===== src/rtl/ir_rle_pkg.sv =====
package ir_rle_pkg;
  localparam int RUN_W = 7;
  localparam logic [RUN_W-1:0] RUN_MAX = '1;

  localparam int FLG_N   = 3;
  localparam int FLG_LVL = 0;
  localparam int FLG_END = 1;
  localparam int FLG_OVF = 2;

  typedef struct packed {
    logic             lvl;
    logic [RUN_W-1:0] len;
  } run_byte_t;
endpackage


===== src/rtl/ir_tick_div.sv =====
module ir_tick_div #(
  parameter int DIV = 4
) (
  input  logic clk,
  input  logic rst,
  input  logic en,
  output logic tick
);
  localparam int CW = (DIV > 1) ? $clog2(DIV) : 1;

  logic [CW-1:0] cnt;

  always_ff @(posedge clk) begin
    if (rst || !en) begin
      cnt  <= '0;
      tick <= 1'b0;
    end else if (cnt == CW'(DIV - 1)) begin
      cnt  <= '0;
      tick <= 1'b1;
    end else begin
      cnt  <= cnt + CW'(1);
      tick <= 1'b0;
    end
  end

  generate
    if (DIV > 1) begin : g_gap

      tick_gap_chk: assert property (@(posedge clk) disable iff (rst)
        tick |=> !tick);
    end
  endgenerate
endmodule


===== src/rtl/ir_glitch_filt.sv =====
module ir_glitch_filt
  import ir_rle_pkg::*;
(
  input  logic             clk,
  input  logic             rst,
  input  logic             en,
  input  logic             tick,
  input  logic             din,
  input  logic [RUN_W-1:0] thr,
  output logic             filt
);
  logic             samp;
  logic [RUN_W-1:0] dcnt;
  logic [RUN_W:0]   dnext;

  assign dnext = {1'b0, dcnt} + (RUN_W+1)'(1);

  always_ff @(posedge clk) begin
    if (rst || !en) begin
      samp <= 1'b0;
      filt <= 1'b0;
      dcnt <= '0;
    end else if (tick) begin
      samp <= din;
      if (samp != filt) begin
        if (dnext >= {1'b0, thr}) begin
          filt <= samp;
          dcnt <= '0;
        end else begin
          dcnt <= dnext[RUN_W-1:0];
        end
      end else begin
        dcnt <= '0;
      end
    end
  end


  filt_on_tick_chk: assert property (@(posedge clk) disable iff (rst)
    (en && !tick) |=> $stable(filt));
endmodule


===== src/rtl/ir_run_enc.sv =====
module ir_run_enc
  import ir_rle_pkg::*;
#(
  parameter int IDLE_W = 12
) (
  input  logic              clk,
  input  logic              rst,
  input  logic              en,
  input  logic              tick,
  input  logic              lvl_in,
  input  logic [IDLE_W-1:0] idle_thr,
  output logic              push,
  output run_byte_t         dout,
  output logic              pkt_end
);
  logic              active, act_n;
  logic              cur, cur_n;
  logic [RUN_W-1:0]  cnt, cnt_n;
  logic [IDLE_W-1:0] idle_cnt, idle_n;
  logic [IDLE_W:0]   idle_inc;
  logic              idle_hit;
  logic              push_n, end_n;
  run_byte_t         dout_n;

  assign idle_inc = {1'b0, idle_cnt} + (IDLE_W+1)'(1);
  assign idle_hit = (idle_inc >= {1'b0, idle_thr});

  always_comb begin
    act_n  = active;
    cur_n  = cur;
    cnt_n  = cnt;
    idle_n = idle_cnt;
    push_n = 1'b0;
    end_n  = 1'b0;
    dout_n = dout;
    if (tick) begin
      if (!active) begin
        if (lvl_in) begin
          act_n  = 1'b1;
          cur_n  = 1'b1;
          cnt_n  = RUN_W'(1);
          idle_n = '0;
        end
      end else if (lvl_in != cur) begin
        push_n     = 1'b1;
        dout_n.lvl = cur;
        dout_n.len = cnt;
        cur_n      = lvl_in;
        cnt_n      = RUN_W'(1);
        if (lvl_in) begin
          idle_n = '0;
        end else begin
          idle_n = IDLE_W'(1);
          if (idle_thr <= IDLE_W'(1)) begin
            act_n  = 1'b0;
            end_n  = 1'b1;
            cnt_n  = '0;
            idle_n = '0;
          end
        end
      end else if (!lvl_in && idle_hit) begin
        act_n  = 1'b0;
        end_n  = 1'b1;
        cnt_n  = '0;
        idle_n = '0;
      end else begin
        if (!lvl_in) idle_n = idle_inc[IDLE_W-1:0];
        if (cnt == RUN_MAX) begin
          push_n     = 1'b1;
          dout_n.lvl = cur;
          dout_n.len = RUN_MAX;
          cnt_n      = RUN_W'(1);
        end else begin
          cnt_n = cnt + RUN_W'(1);
        end
      end
    end
  end

  always_ff @(posedge clk) begin
    if (rst || !en) begin
      active   <= 1'b0;
      cur      <= 1'b0;
      cnt      <= '0;
      idle_cnt <= '0;
      push     <= 1'b0;
      pkt_end  <= 1'b0;
      dout     <= '0;
    end else begin
      active   <= act_n;
      cur      <= cur_n;
      cnt      <= cnt_n;
      idle_cnt <= idle_n;
      push     <= push_n;
      pkt_end  <= end_n;
      dout     <= dout_n;
    end
  end


  len_nonzero_chk: assert property (@(posedge clk) disable iff (rst)
    push |-> (dout.len != '0));

  en_gate_chk: assert property (@(posedge clk) disable iff (rst)
    !en |=> (!push && !pkt_end));
endmodule


===== src/rtl/ir_byte_fifo.sv =====
module ir_byte_fifo #(
  parameter int DEPTH = 64,
  parameter int W     = 8,
  localparam int AW   = $clog2(DEPTH),
  localparam int CW   = $clog2(DEPTH + 1)
) (
  input  logic          clk,
  input  logic          rst,
  input  logic          push,
  input  logic [W-1:0]  din,
  input  logic          pop,
  output logic [W-1:0]  dout,
  output logic          dvld,
  output logic [CW-1:0] count,
  output logic          full
);
  logic [W-1:0]  mem [DEPTH];
  logic [AW-1:0] wr_ptr, rd_ptr;
  logic          do_wr, do_rd;

  assign full  = (count == CW'(DEPTH));
  assign do_wr = push && !full;
  assign do_rd = pop && (count != '0);

  always_ff @(posedge clk) begin
    if (do_wr) mem[wr_ptr] <= din;
  end

  always_ff @(posedge clk) begin
    if (do_rd) dout <= mem[rd_ptr];
  end

  always_ff @(posedge clk) begin
    if (rst) begin
      wr_ptr <= '0;
      rd_ptr <= '0;
      count  <= '0;
      dvld   <= 1'b0;
    end else begin
      dvld <= do_rd;
      if (do_wr) wr_ptr <= wr_ptr + AW'(1);
      if (do_rd) rd_ptr <= rd_ptr + AW'(1);
      case ({do_wr, do_rd})
        2'b10:   count <= count + CW'(1);
        2'b01:   count <= count - CW'(1);
        default: count <= count;
      endcase
    end
  end


  fill_bound_chk: assert property (@(posedge clk) disable iff (rst)
    count <= CW'(DEPTH));

  drop_full_chk: assert property (@(posedge clk) disable iff (rst)
    (push && full && !pop) |=> $stable(count));

  empty_pop_chk: assert property (@(posedge clk) disable iff (rst)
    (pop && count == '0) |=> !dvld);
endmodule


===== src/rtl/ir_rle_rx.sv =====
module ir_rle_rx
  import ir_rle_pkg::*;
#(
  parameter int SAMPLE_DIV = 4,
  parameter int DEPTH      = 64,
  parameter int IDLE_W     = 12,
  parameter int SYNC_N     = 2
) (
  input  logic              clk,
  input  logic              rst,
  input  logic              en,
  input  logic              inv,
  input  logic [6:0]        glitch_thr,
  input  logic [IDLE_W-1:0] idle_thr,
  input  logic [6:0]        lvl_trig,
  input  logic              ir_in,
  input  logic              clr_we,
  input  logic [2:0]        clr_bits,
  output logic [15:0]       stat,
  output logic              irq,
  input  logic              pop,
  output logic [7:0]        pop_data,
  output logic              pop_vld
);
  localparam int CW = $clog2(DEPTH + 1);

  logic [SYNC_N-1:0] sync_q;
  logic              line;
  logic              tick;
  logic              filt;
  logic              enc_push;
  run_byte_t         enc_byte;
  logic              enc_end;
  logic [CW-1:0]     fifo_cnt;
  logic              fifo_full;
  logic [6:0]        fill7;
  logic [FLG_N-1:0]  flg_q, set_vec, clr_vec;

  always_ff @(posedge clk) begin
    if (rst) sync_q <= '0;
    else     sync_q <= {sync_q[SYNC_N-2:0], ir_in};
  end

  assign line = sync_q[SYNC_N-1] ^ inv;

  ir_tick_div #(.DIV(SAMPLE_DIV)) i_div (
    .clk(clk), .rst(rst), .en(en), .tick(tick)
  );

  ir_glitch_filt i_filt (
    .clk(clk), .rst(rst), .en(en), .tick(tick),
    .din(line), .thr(glitch_thr), .filt(filt)
  );

  ir_run_enc #(.IDLE_W(IDLE_W)) i_enc (
    .clk(clk), .rst(rst), .en(en), .tick(tick), .lvl_in(filt),
    .idle_thr(idle_thr), .push(enc_push), .dout(enc_byte),
    .pkt_end(enc_end)
  );

  ir_byte_fifo #(.DEPTH(DEPTH), .W(8)) i_fifo (
    .clk(clk), .rst(rst), .push(enc_push), .din(enc_byte),
    .pop(pop), .dout(pop_data), .dvld(pop_vld),
    .count(fifo_cnt), .full(fifo_full)
  );

  assign fill7 = 7'(fifo_cnt);

  always_comb begin
    set_vec          = '0;
    set_vec[FLG_LVL] = (lvl_trig != '0) && (fill7 >= lvl_trig);
    set_vec[FLG_END] = enc_end;
    set_vec[FLG_OVF] = enc_push && fifo_full;
    clr_vec          = clr_we ? clr_bits : '0;
  end

  always_ff @(posedge clk) begin
    if (rst) flg_q <= '0;
    else     flg_q <= (flg_q & ~clr_vec) | set_vec;
  end

  assign stat = {1'b0, fill7, 5'b0, flg_q};
  assign irq  = |flg_q;


  ovf_cause_chk: assert property (@(posedge clk) disable iff (rst)
    $rose(flg_q[FLG_OVF]) |-> $past(fifo_full));

  end_clear_chk: assert property (@(posedge clk) disable iff (rst)
    (clr_we && clr_bits[FLG_END] && !enc_end) |=> !flg_q[FLG_END]);
endmodule


===== config.mk =====
export PLATFORM = sky130hd
export DESIGN_NAME = ir_rle_rx
export DESIGN_NICKNAME = d
export VERILOG_FILES = /design/src/rtl/ir_rle_pkg.sv /design/src/rtl/ir_tick_div.sv /design/src/rtl/ir_glitch_filt.sv /design/src/rtl/ir_run_enc.sv /design/src/rtl/ir_byte_fifo.sv /design/src/rtl/ir_rle_rx.sv
export SDC_FILE = /design/constraint.sdc
export NUM_CORES = 1
export LEC_CHECK = 0
export CELL_PAD_IN_SITES_DETAIL_PLACEMENT = 0
export CELL_PAD_IN_SITES_GLOBAL_PLACEMENT = 1
export CORE_MARGIN = 2
export CORE_UTILIZATION = 40
export DETAILED_ROUTE_END_ITERATION = 12
export PLACE_DENSITY_LB_ADDON = 0.08
export SLEW_MARGIN = 20
export SYNTH_ARGS = -nofsm -noshare
export SYNTH_HDL_FRONTEND = slang
export SYNTH_SLANG_ARGS = --single-unit

===== constraint.sdc =====
create_clock -name clk -period 5.35 [get_ports clk]
set_clock_uncertainty 0.1 [all_clocks]
set_input_delay 1.07 -clock clk [delete_from_list [all_inputs] [get_ports clk]]
set_output_delay 1.07 -clock clk [all_outputs]
set_load 0.02 [all_outputs]

==> impl_metrics.toml <==
[floorplan]
core-area_um2 = 59000
die_area_um2 = 61800
ios = 62
die_h_um = 249
num_rows = 89
die_w_um = 249
initial_utilization = 0.405

[sta]
tightest_slew_ps = 974
slew_viol_final = 0
hold_violations = 0
fin_tns_setup_ps = 0
rsz0062_at_grt = "false"
fmax_ghz = 0.274
finalSetupViolations = 0
post-route-period-util = 0.682
post-route-min-period_ps = 3650
slew_headroom = 0.350

[final_layout]
final_util = 0.464
stdcell_area_um2 = 27400
nets = 1464
antenna_cells = 0
area_delta_synth_final_pct = 14.5
drive_gt1_frac = 0.207
fill_cells = 5112

[clock_network]
ctsHoldBuffers = 0
insertion_delay_ps = 590
root_buffer = "clkbuf_16"
cts_buffers = 67
cts_setup_buffers = 0
path_clk_slew_ps = 60
clkSinkCount = 588
cts_max_level = 3
cts_resized = 0
cts_tree = "built"
clock_path_buffers = 3

[global_route]
antenna_found_initial = 0
grt_pass1_vias = 12200
grt_overflow_total = 0
grt_pass1_wl_um = 82200
grt_max_degree = 66
grt_usage = 0.179

[worst_setup_path]
critical-path-max-stage-delay_ps = 600
start_kind = "flip-flop"
crit_chain = "and4_1 -> and3_1 -> nand2_1 -> xnor2_1 -> ha_1 -> a22o_1 -> o41ai_1 -> nand3_1 -> nor4_4 -> mux2i_1 -> a21oi_1"
worst_path_max_delay_cell = "nor4_4"
critPathMaxFanout = 10
crit_buf_inv = 0
crit_type = "flip-flop to flip-flop"
cp_data_arrival_time_ps = 4080
endpoint_kind = "flip-flop"
crit_family = "simple AND/OR/NAND/NOR gates"
required_ps = 5780

[synth]
synth_top_cell_by_area = "edfxtp_1"
yosysWarnings = 0
synth_ff_type = "edfxtp_1"
synth_edf_count = 520
ys_seq_elements = 588
async_flop_share = 0
synth_cell_type_count = 56
netlist_area_um2 = 23900
yosys-top-cells-area = "edfxtp_1, mux4_2, dfxtp_1"
synth_top_area_frac = 0.653
syn-instance-count = 1307
ys_seq_area_frac = 0.710
synth_area_per_cell_um2 = 18.3

[route]
routed_wl_um = 54600
drtIter0Drc = 914
wl_per_cell_um = 24.7
drc_errors = 0
vias_per_cell = 5.38
vias = 11900
ant_nets = 0
dr.pass1.iters = 7

[power_and_ir_drop]
power.density_nw_per_um2 = 342
finalPower_mw = 9.38
peakVddDrop_mv = 0.196
p_leak_nw = 9.95

[placed_design]
placed_area_um2 = 25300
portBuffers = 55
dp_hpwl_um = 33700
gp_congestion = 0.724

[worst_hold_path]
holdCritPathClass = "flip-flop to flip-flop"

[outcome]
status = "completed"

[flow_run]
drv_cap = 0
-- power breakdown --
| group | leakage (nW) | internal, mW | total [mW] | switching [mW] |
|---|---|---|---|---|
| logic | 2.43 | 0.0343 | 0.0651 | 0.0307 |
| registers | 6.50 | 4.92 | 4.92 | 0.00270 |
| clock network | 1.03 | 2.61 | 4.39 | 1.77 |
-- sequential cells by signal, indices dropped and copies added (netlist names), 6 cells and up --
signal / count
i_fifo.mem: 512
i_enc.idle_cnt: 12
i_enc.dout: 8
i_fifo.dout: 8
i_enc.cnt: 7
i_fifo.count: 7
i_filt.dcnt: 7
i_fifo.rd_ptr: 6
i_fifo.wr_ptr: 6
-- kinds of logic after synthesis --
| group | after synthesis | synth area share |
|---|---|---|
| flops | 588 | 0.710 |
| fa+ha+maj | 40 | 0.0212 |
| other cells | 1 | 0.000157 |
| compound gates | 121 | 0.0346 |
| xor+xnor | 27 | 0.00989 |
| simple gates | 262 | 0.0505 |
| mux | 165 | 0.153 |
| buf+inv | 103 | 0.0210 |
-- synth_stat cells (10+ instances only) --
master and n:
nand2b_1 10, nand2_1 52, mux4_2 160, buf_6 11, nor2b_1 12, o21ai_0 15
edfxtp_1 520, xor2_1 10, a22oi_1 25, nand3_1 20, buf_1 18, xnor2_1 17
dfxtp_1 68, inv_1 37, clkbuf_1 26, a21oi_1 32, ha_1 39, nor2_1 119
-- path summary, 6_finish.rpt --
path	start	endpoint	slack (ps)	cells past startpoint
worst max-delay path	i_enc.idle_cnt[2]	i_enc.idle_cnt[0]	1700	11
worst min-delay path	i_div.cnt[0]	i_div.cnt[0]	340	1
worst max register to register	i_enc.idle_cnt[2]	i_enc.idle_cnt[0]	1700	11
worst min register to register	i_div.cnt[0]	i_div.cnt[0]	340	1
-- per-stage QoR --
step | hold slack [ps] | std cells | setup WS [ps]
floorplan | 308 | 1312 | 1820
detailed placement | 338 | 2092 | 1300
CTS | 347 | 2211 | 1680
finish | 340 | 2211 | 1700
global placement | 316 | 2092 | 1330
global route | 359 | 2211 | 1390
-- area by class of cell --
type / count / area, µm² / area share
multi-input cells: 621 / 6460 / 0.236
repair buffers: 73 / 723 / 0.0264
flip-flops and latches: 588 / 17000 / 0.621
clock buffers: 85 / 1800 / 0.0656
clock inverters: 34 / 294 / 0.0107
well taps: 773 / 967 / 0.0353
inverters: 37 / 139 / 0.00507
-- metal layers --
| layer | global-route usage | vias up | routed length (µm) | part of all wire |
|---|---|---|---|---|
| met5 | 0 | - | 0 | 0 |
| met4 | 0.0460 | 0 | 786 | 0.014 |
| met3 | 0.0266 | 53 | 2150 | 0.039 |
| met2 | 0.286 | 237 | 26400 | 0.48 |
| met1 | 0.260 | 6221 | 25200 | 0.46 |
| li1 | - | 5387 | - | - |
-- placed cells by master, fill, tap and decap left out, drive strengths merged, types with 5 or more instances in the layout --
| master | netlist | layout |
|---|---|---|
| ha | 39 | 39 |
| clkbuf | 26 | 85 |
| conb | 1 | 6 |
| and2 | 6 | 6 |
| nand3 | 20 | 20 |
| o221a | 7 | 7 |
| clkdlybuf4s50 | 0 | 55 |
| o21ai | 18 | 18 |
| edfxtp | 520 | 520 |
| nand2 | 52 | 52 |
| nand4 | 9 | 9 |
| buf | 40 | 18 |
| a22oi | 25 | 25 |
| inv | 37 | 39 |
| clkinv | 0 | 26 |
| nor3 | 6 | 6 |
| a22o | 5 | 5 |
| bufinv | 0 | 5 |
| xor2 | 10 | 10 |
| nor4 | 5 | 5 |
| mux4 | 160 | 160 |
| dfxtp | 68 | 68 |
| and3 | 7 | 7 |
| nand2b | 10 | 10 |
| xnor2 | 17 | 17 |
| a21o | 9 | 9 |
| nor2 | 119 | 119 |
| a31oi | 6 | 6 |
| a21oi | 32 | 32 |
| nor2b | 12 | 12 |
Power figures use the tool's default switching activity.
